### src/rtl/pfd_gated_pkg.sv
package pfd_gated_pkg;

    typedef struct packed {
        logic up;
        logic dn;
    } pfd_pair_t;

    localparam pfd_pair_t PAIR_IDLE = '{up: 1'b0, dn: 1'b0};

    function automatic logic pair_both(input pfd_pair_t p);
        return p.up & p.dn;
    endfunction

    function automatic logic pair_single(input pfd_pair_t p);
        return p.up ^ p.dn;
    endfunction

endpackage

### src/rtl/pfd_edge_det.sv
module pfd_edge_det #(
    parameter int STAGES = 2
) (
    input  logic clk,
    input  logic rst,
    input  logic sig_in,
    output logic rise
);
    logic [STAGES:0] sh;

    always_ff @(posedge clk) begin
        if (rst) sh <= '0;
        else     sh <= {sh[STAGES-1:0], sig_in};
    end

    assign rise = sh[STAGES-1] & ~sh[STAGES];
endmodule

### src/rtl/pfd_gated_core.sv
module pfd_gated_core
    import pfd_gated_pkg::*;
#(
    parameter int DLY_W = 2
) (
    input  logic             clk,
    input  logic             rst,
    input  logic             ref_rise,
    input  logic             fb_rise,
    input  logic [DLY_W-1:0] dly_sel,
    input  logic             chip_en,
    output pfd_pair_t        pair,
    output logic             cmp_done
);
    pfd_pair_t        q, q_nxt;
    logic [DLY_W-1:0] cnt, cnt_nxt;

    always_comb begin
        q_nxt    = q;
        cnt_nxt  = cnt;
        cmp_done = pair_both(q) && (cnt == dly_sel);
        if (pair_both(q)) begin
            if (cmp_done) begin
                q_nxt   = PAIR_IDLE;
                cnt_nxt = '0;
            end else begin
                cnt_nxt = cnt + 1'b1;
            end
        end
        if (ref_rise) q_nxt.up = 1'b1;
        if (fb_rise)  q_nxt.dn = 1'b1;
        if (!chip_en) begin
            q_nxt   = PAIR_IDLE;
            cnt_nxt = '0;
        end
    end

    always_ff @(posedge clk) begin
        if (rst) begin
            q   <= PAIR_IDLE;
            cnt <= '0;
        end else begin
            q   <= q_nxt;
            cnt <= cnt_nxt;
        end
    end

    assign pair = q;
endmodule

### src/rtl/pfd_lock_det.sv
module pfd_lock_det
    import pfd_gated_pkg::*;
#(
    parameter int LOCK_CNT = 16,
    parameter int ERR_TOL  = 2
) (
    input  logic      clk,
    input  logic      rst,
    input  logic      chip_en,
    input  pfd_pair_t pair,
    input  logic      cmp_done,
    output logic      locked
);
    localparam int GW = $clog2(LOCK_CNT + 1);
    localparam int EW = $clog2(ERR_TOL + 2);
    localparam logic [EW-1:0] ERR_SAT = EW'(ERR_TOL + 1);
    localparam logic [EW-1:0] ERR_MAX = EW'(ERR_TOL);
    localparam logic [GW-1:0] GOOD_LAST = GW'(LOCK_CNT - 1);
    localparam logic [GW-1:0] GOOD_SAT  = GW'(LOCK_CNT);

    logic [EW-1:0] err_cnt;
    logic [GW-1:0] good_cnt;
    logic          good;

    assign good = (err_cnt <= ERR_MAX);

    always_ff @(posedge clk) begin
        if (rst || !chip_en) begin
            err_cnt  <= '0;
            good_cnt <= '0;
            locked   <= 1'b0;
        end else if (cmp_done) begin
            err_cnt <= '0;
            if (good) begin
                if (good_cnt == GOOD_LAST) locked <= 1'b1;
                if (good_cnt != GOOD_SAT)  good_cnt <= good_cnt + 1'b1;
            end else begin
                good_cnt <= '0;
                locked   <= 1'b0;
            end
        end else if (pair_single(pair) && err_cnt != ERR_SAT) begin
            err_cnt <= err_cnt + 1'b1;
        end
    end
endmodule

### src/rtl/pfd_gated.sv
module pfd_gated
    import pfd_gated_pkg::*;
#(
    parameter int DLY_W       = 2,
    parameter int SYNC_STAGES = 2,
    parameter int LOCK_CNT    = 16,
    parameter int ERR_TOL     = 2
) (
    input  logic             clk,
    input  logic             rst,
    input  logic             ref_in,
    input  logic             fb_in,
    input  logic [DLY_W-1:0] dly_sel,
    input  logic             chip_en,
    output logic             up,
    output logic             dn,
    output logic             pump_oe,
    output logic             locked
);
    logic      ref_rise, fb_rise, cmp_done;
    pfd_pair_t pair;

    pfd_edge_det #(.STAGES(SYNC_STAGES)) u_ref_edge (
        .clk(clk), .rst(rst), .sig_in(ref_in), .rise(ref_rise));

    pfd_edge_det #(.STAGES(SYNC_STAGES)) u_fb_edge (
        .clk(clk), .rst(rst), .sig_in(fb_in), .rise(fb_rise));

    pfd_gated_core #(.DLY_W(DLY_W)) u_core (
        .clk(clk), .rst(rst), .ref_rise(ref_rise), .fb_rise(fb_rise),
        .dly_sel(dly_sel), .chip_en(chip_en), .pair(pair),
        .cmp_done(cmp_done));

    pfd_lock_det #(.LOCK_CNT(LOCK_CNT), .ERR_TOL(ERR_TOL)) u_lock (
        .clk(clk), .rst(rst), .chip_en(chip_en), .pair(pair),
        .cmp_done(cmp_done), .locked(locked));

    always_ff @(posedge clk) begin
        if (rst) pump_oe <= 1'b0;
        else     pump_oe <= chip_en;
    end

    assign up = pair.up;
    assign dn = pair.dn;
endmodule

### config.mk
export PLATFORM = sky130hd
export DESIGN_NAME = pfd_gated
export DESIGN_NICKNAME = d
export VERILOG_FILES = /design/src/rtl/pfd_gated_pkg.sv /design/src/rtl/pfd_edge_det.sv /design/src/rtl/pfd_gated_core.sv /design/src/rtl/pfd_lock_det.sv /design/src/rtl/pfd_gated.sv
export SDC_FILE = /design/constraint.sdc
export NUM_CORES = 1
export LEC_CHECK = 0
export ABC_CLOCK_PERIOD_IN_PS = 1600
export CORE_ASPECT_RATIO = 1.25
export CORE_MARGIN = 5
export CORE_UTILIZATION = 46
export CTS_CLUSTER_DIAMETER = 80
export DETAILED_ROUTE_END_ITERATION = 10
export PLACE_DENSITY = 0.79
export SLEW_MARGIN = 20
export SYNTH_ARGS = -nofsm -noshare
export SYNTH_HDL_FRONTEND = slang
export SYNTH_SLANG_ARGS = --single-unit
### constraint.sdc
create_clock -name clk -period 1.6 [get_ports clk]
set_input_delay 0.48 -clock clk [delete_from_list [all_inputs] [get_ports clk]]
set_output_delay 0.48 -clock clk [all_outputs]
set_load 0.01 [all_outputs]
# Word-level counts from Yosys, hierarchy flattened
# Cells that the tools add are included.
[word_totals]
register_bits = 19
in_bits = 7
out_inout_bits = 4
word_cells = 49
[op_classes]
n_addsub = 3
n_lt_le_gt_ge = 1
eq_ne = 6
mux = 9
bitwise = 7
reduce_logical = 14
[ops]
columns = ["operator", "n"]
rows = [
  ["$mux W5", 2],
  ["$reduce_and A2 Y1", 4],
  ["$reduce_bool A2 Y1", 4],
  ["$mux W2", 3],
  ["$ne A2 B2 Y1 const B", 3],
  ["$add A5 B1 Y5 const B", 1],
  ["$eq A5 B4 Y1 const B", 1],
  ["$ne A5 B5 Y1 const B", 1],
  ["$add A2 B1 Y2 const B", 2],
  ["$mux W1", 4],
  ["$reduce_or A2 Y1", 2],
  ["$and A1 B1 Y1", 3],
  ["$not A1 Y1", 3],
  ["$eq A2 B2 Y1", 1],
  ["$le A2 B2 Y1 const B", 1],
  ["$logic_and A1 B1 Y1", 2],
  ["$logic_not A1 Y1", 1],
  ["$logic_or A1 B1 Y1", 1],
  ["$xor A1 B1 Y1", 1],
]

# Longest topological paths before layout
[depth]
depth_word = 5
depth_mapped = 6
depth_no_buf = 6

# Cells and area by module
# A second synthesis with hierarchy kept.
[hier_totals]
cells_unflattened = 93
hier_area_um2 = 868.3
[modules_own_cells]
columns = ["mod", "n_inst", "cells_each", "area_per_inst_um2", "seq_area_each_um2"]
rows = [
  ["pfd_lock_det", 1, 52, 445.4, 160.2],
  ["pfd_gated_core", 1, 25, 214.0, 80.1],
  ["pfd_edge_det", 2, 7, 87.6, 60.1],
  ["pfd_gated", 1, 2, 33.8, 20.0],
]

# Least setup slack after synthesis
# Ideal clock, no wire load.
[synth_path]
kind = "reg-to-reg"
start = "reg u_lock.err_cnt[0]"
end = "reg u_lock.good_cnt[1]"
setup_ps = 132
arrival_time_ps = 1345
t_required_ps = 1468
path_slack_ps = 123
stages_incl_launch_ff = 6
path_buffers = 1
period_less_slack_ps = 1477
path_cell_list = "dfxtp_1 -> ha_1 -> clkbuf_1 -> or4_1 -> nand4b_1 -> a21oi_1"
[synth_between]
elab_chain_len = 3
word_cells_on_any_way = 4
classes_between = "1 x order compare; 1 x eq/ne; 1 x mux; 1 x reduce/logical"
[synth_rtl]
columns = ["element", "line_no", "source"]
rows = [
  ["from (decl)", "pfd_lock_det.sv:21", "logic [EW-1:0] err_cnt;"],
  ["from (signal assigned)", "pfd_lock_det.sv:42", "err_cnt <= err_cnt + 1'b1;"],
  ["$le A2 B2 Y1 (*)", "pfd_lock_det.sv:25", "assign good = (err_cnt <= ERR_MAX);"],
  ["$ne A2 B2 Y1 (no line)", "--", ""],
  ["$reduce_and A2 Y1 (no line)", "--", ""],
  ["to (signal assigned)", "pfd_lock_det.sv:36", "if (good_cnt != GOOD_SAT) good_cnt <= good_cnt + 1'b1;"],
  ["to (decl)", "pfd_lock_det.sv:22", "logic [GW-1:0] good_cnt;"],
]
# Every way passes the cells marked *; elsewhere a longest branch is shown, timed or not.
# A chain may end at the register's enable or synchronous reset.

# Worst setup path in the final report
[layout_path]
start = "reg u_lock.good_cnt[0]"
end = "reg u_lock.good_cnt[0]"
[layout_between]
elab_chain_len = 3
word_cells_on_any_way = 6
classes_between = "1 x add/sub; 2 x eq/ne; 2 x mux; 1 x reduce/logical"
[layout_rtl]
columns = ["element", "line_no"]
rows = [
  ["$add A5 B1 Y5 or $ne A5 B5 Y1 (tied branches)", "pfd_lock_det.sv:36"],
  ["$mux W5 or $ne A2 B2 Y1 (tied branches)", "--"],
  ["$mux W5 or $reduce_and A2 Y1 (tied branches)", "--"],
]
# Several ways; a longest one is shown, not always the timed one. The select of a mux whose other input is x is not followed.

==> flow_metrics.py <==
metrics = {
    "hold_path": {
        "hold-path-cell-count": 1,
        "hold_path.class": "reg2reg",
    },
    "sta": {
        "max_slew_margin_pct": 81.46,
        "hold_viol_final": 0,
        "fmax_ghz": 0.6568,
        "setup_viol": 0,
        "skew_ns": 0.007406,
        "fin_crit_ns": 1.522,
        "rsz0062_at_grt": "no",
        "post-route-period-util_pct": 95.16,
        "hold_slack_ns": 0.4443,
        "worstMarginPinSlew_ns": 0.2755,
        "drv_slew": 0,
    },
    "critical_path": {
        "crit_fanout": 6,
        "cp.required_ns": 1.82,
        "path_class": "reg2reg",
        "endpoint_kind": "flip-flop",
        "critPathLaunchType": "flip-flop",
        "ff2ff_path_depth": 7,
        "arrival_ns": 1.74,
    },
    "global_route": {
        "grt_pass1_vias": 616,
        "grt_antenna_before_repair": 0,
        "grt_pass1_wl_um": 2559,
        "grt_max_degree": 12,
        "gr-total-overflow": 0,
        "track_usage_pct": 12.93,
    },
    "floorplan": {
        "start_util_pct": 47.13,
        "fp.dieW_um": 47.81,
        "core_sq_mm": 0.001744,
        "io-pin-count": 11,
        "num_rows": 17,
        "dieHeight_um": 57.27,
        "die-area_sq_mm": 0.002738,
    },
    "power_and_ir_drop": {
        "vdd_drop_max_mv": 0.4513,
        "leakage_nw": 0.4069,
        "power_density_mw_per_mm2": 762.1,
    },
    "clocking": {
        "clock_latency_ns": 0.29,
        "cts_root_buf": "clkbuf_4",
        "cts_tree": "done",
        "cts_buffers": 3,
        "cts.htree.levels": 1,
        "holdBufCountCts": 0,
        "cts_buffer_depth": 2,
        "post_cts_buffers": 0,
        "path_clk_slew_ns": 0.11,
        "clock-sinks": 19,
    },
    "detailed_routing": {
        "wl_per_cell_um": 12.17,
        "vias": 635,
        "drt-total-wl_um": 1472,
        "drt_iter0_drc": 10,
        "via_per_inst": 5.248,
        "drcViolationCount": 0,
        "final_antenna_net_count": 0,
        "first_pass_iters": 5,
    },
    "cells_and_area": {
        "fin_util_pct": 57.89,
        "drive_gt1_share_pct": 18.63,
        "area_delta_synth_final_pct": 22.83,
        "fin_nets": 116,
        "nFillCells": 152,
        "diodes": 0,
    },
    "synthesis": {
        "async_reset_ff_share_pct": 0,
        "synth_cell_types": 27,
        "syn_area_sq_um": 822.0,
        "ys_ff_latch": 19,
        "yosysWarningCount": 0,
        "ys.flop_type": "dfxtp_1",
        "syn_nets": 97,
        "synth_edf_count": 0,
        "seq_area_frac_synth_pct": 46.27,
        "syn-instance-count": 84,
        "syn_avg_cell_area_sq_um": 9.786,
    },
    "flow_run": {
        "drv_cap": 0,
    },
    "place": {
        "finalWeightedCongestion": 0.8402,
        "port_buffers": 10,
        "dp_hpwl_um": 1134,
    },
    "outcome": {
        "status": "complete, no violations",
    },
}
## cell usage after synthesis (all sizes together) (2+ instances only)
library cell   n  area (sq um)
dfxtp         19         380.4
nor2b          9         56.30
or4            3         22.52
nand3          3         27.53
nor2           7         26.28
xnor2          4         50.05
clkbuf         2         7.510
inv            4         15.01
a21oi          7         35.03
ha             6         75.07
nand2          4         15.01
o21ai          4         20.02
and3           2         13.77
## routing by layer
layer  up-vias  global-route usage (%)  wire length [um]
met5         -                       0                 0
li1        326                       -                 -
met2        10                   20.04               751
met4         0                   6.538                25
met3         4                   4.416                60
met1       295                   15.22               636
## final cells by class
cell class | instances | area [sq um] | share of cell area, %
Timing Repair Buffer | 16 | 137.6 | 13.63
Clock buffer | 3 | 22.52 | 2.230
Inverter | 4 | 15.01 | 1.487
Clock inverter | 1 | 5.005 | 0.4957
Tap cell | 19 | 23.77 | 2.354
Multi-Input combinational cell | 59 | 421.7 | 41.76
Sequential cell | 19 | 384.1 | 38.04
## cell families (layout without fill, tap and decap cells)
family / count (synthesis) / in the layout / share of synthesized area, %
muxes: 1 / 1 / 1.218
adders and majority gates: 6 / 6 / 9.132
DFF: 19 / 19 / 46.27
and+or+nand+nor: 32 / 32 / 23.14
xor gates and xnor gates: 5 / 5 / 7.154
buffers and inverters: 6 / 24 / 2.740
AOI/OAI and AO/OA: 15 / 15 / 10.35
## placed cells by master (no fill, tap or decap), types with 2 or more instances in the layout
master,n
clkdlybuf4s50_1,4
nor2b_1,9
xnor2_1,2
nand3_1,2
dfxtp_1,16
nand2_1,4
or4_1,3
clkbuf_4,3
xnor2_2,2
dfxtp_2,3
o21ai_0,4
buf_4,6
inv_1,3
ha_1,5
nor2_1,7
a21oi_1,7
dlygate4sd2_1,6
## registers in the layout, indices dropped and copies added (netlist names)
name             cells
pump_oe              1
u_core.cnt           2
u_lock.good_cnt      5
u_ref_edge.sh        3
u_core.pair          2
u_fb_edge.sh         3
u_lock.locked        1
u_lock.err_cnt       2
## critical path, stage by stage (launching register included)
cell and delay, ns:
dfxtp_2 0.38, inv_1 0.05, ha_1 0.18, nand2_1 0.08
nor4_1 0.05, buf_4 0.15, or4_1 0.40, a21oi_1 0.15
## final timing paths
path,from,endpoint,slack (ns)
worst max-delay path,u_lock.good_cnt[0],u_lock.good_cnt[0],0.08
worst min-delay path,u_fb_edge.sh[0],u_fb_edge.sh[1],0.44
worst max register to register,u_lock.good_cnt[0],u_lock.good_cnt[0],0.08
worst min register to register,u_fb_edge.sh[0],u_fb_edge.sh[1],0.44
## stage by stage
step                      cells  TNS, ns  setup WS [ns]  cell area [sq um]  total power [mW]
final                       121        0        0.07751               1010            0.7695
after global routing        121        0        0.03131               1010            0.8123
after CTS                   121        0        0.03880               1005            0.7827
after detailed placement    117   -2.053        -0.3271              983.4            0.5491
after global placement      117   -1.508        -0.2918              983.4            0.5479
after floorplan              84        0         0.1225              822.0            0.5192
## report_power, final
| group | leakage, nW | total, mW | switching [mW] | internal [mW] |
|---|---|---|---|---|
| Clock | 0.0177 | 0.235 | 0.142 | 0.0929 |
| Sequential | 0.156 | 0.485 | 0.00327 | 0.482 |
| Combinational | 0.233 | 0.0494 | 0.0211 | 0.0283 |
| Total | 0.407 | 0.770 | 0.166 | 0.603 |
## what timing repair did
item,in CTS,in global routing
pin swaps,3,0
endpoints found under the setup margin,6,1
resized for setup,7,3
Power figures use the tool's default switching activity.
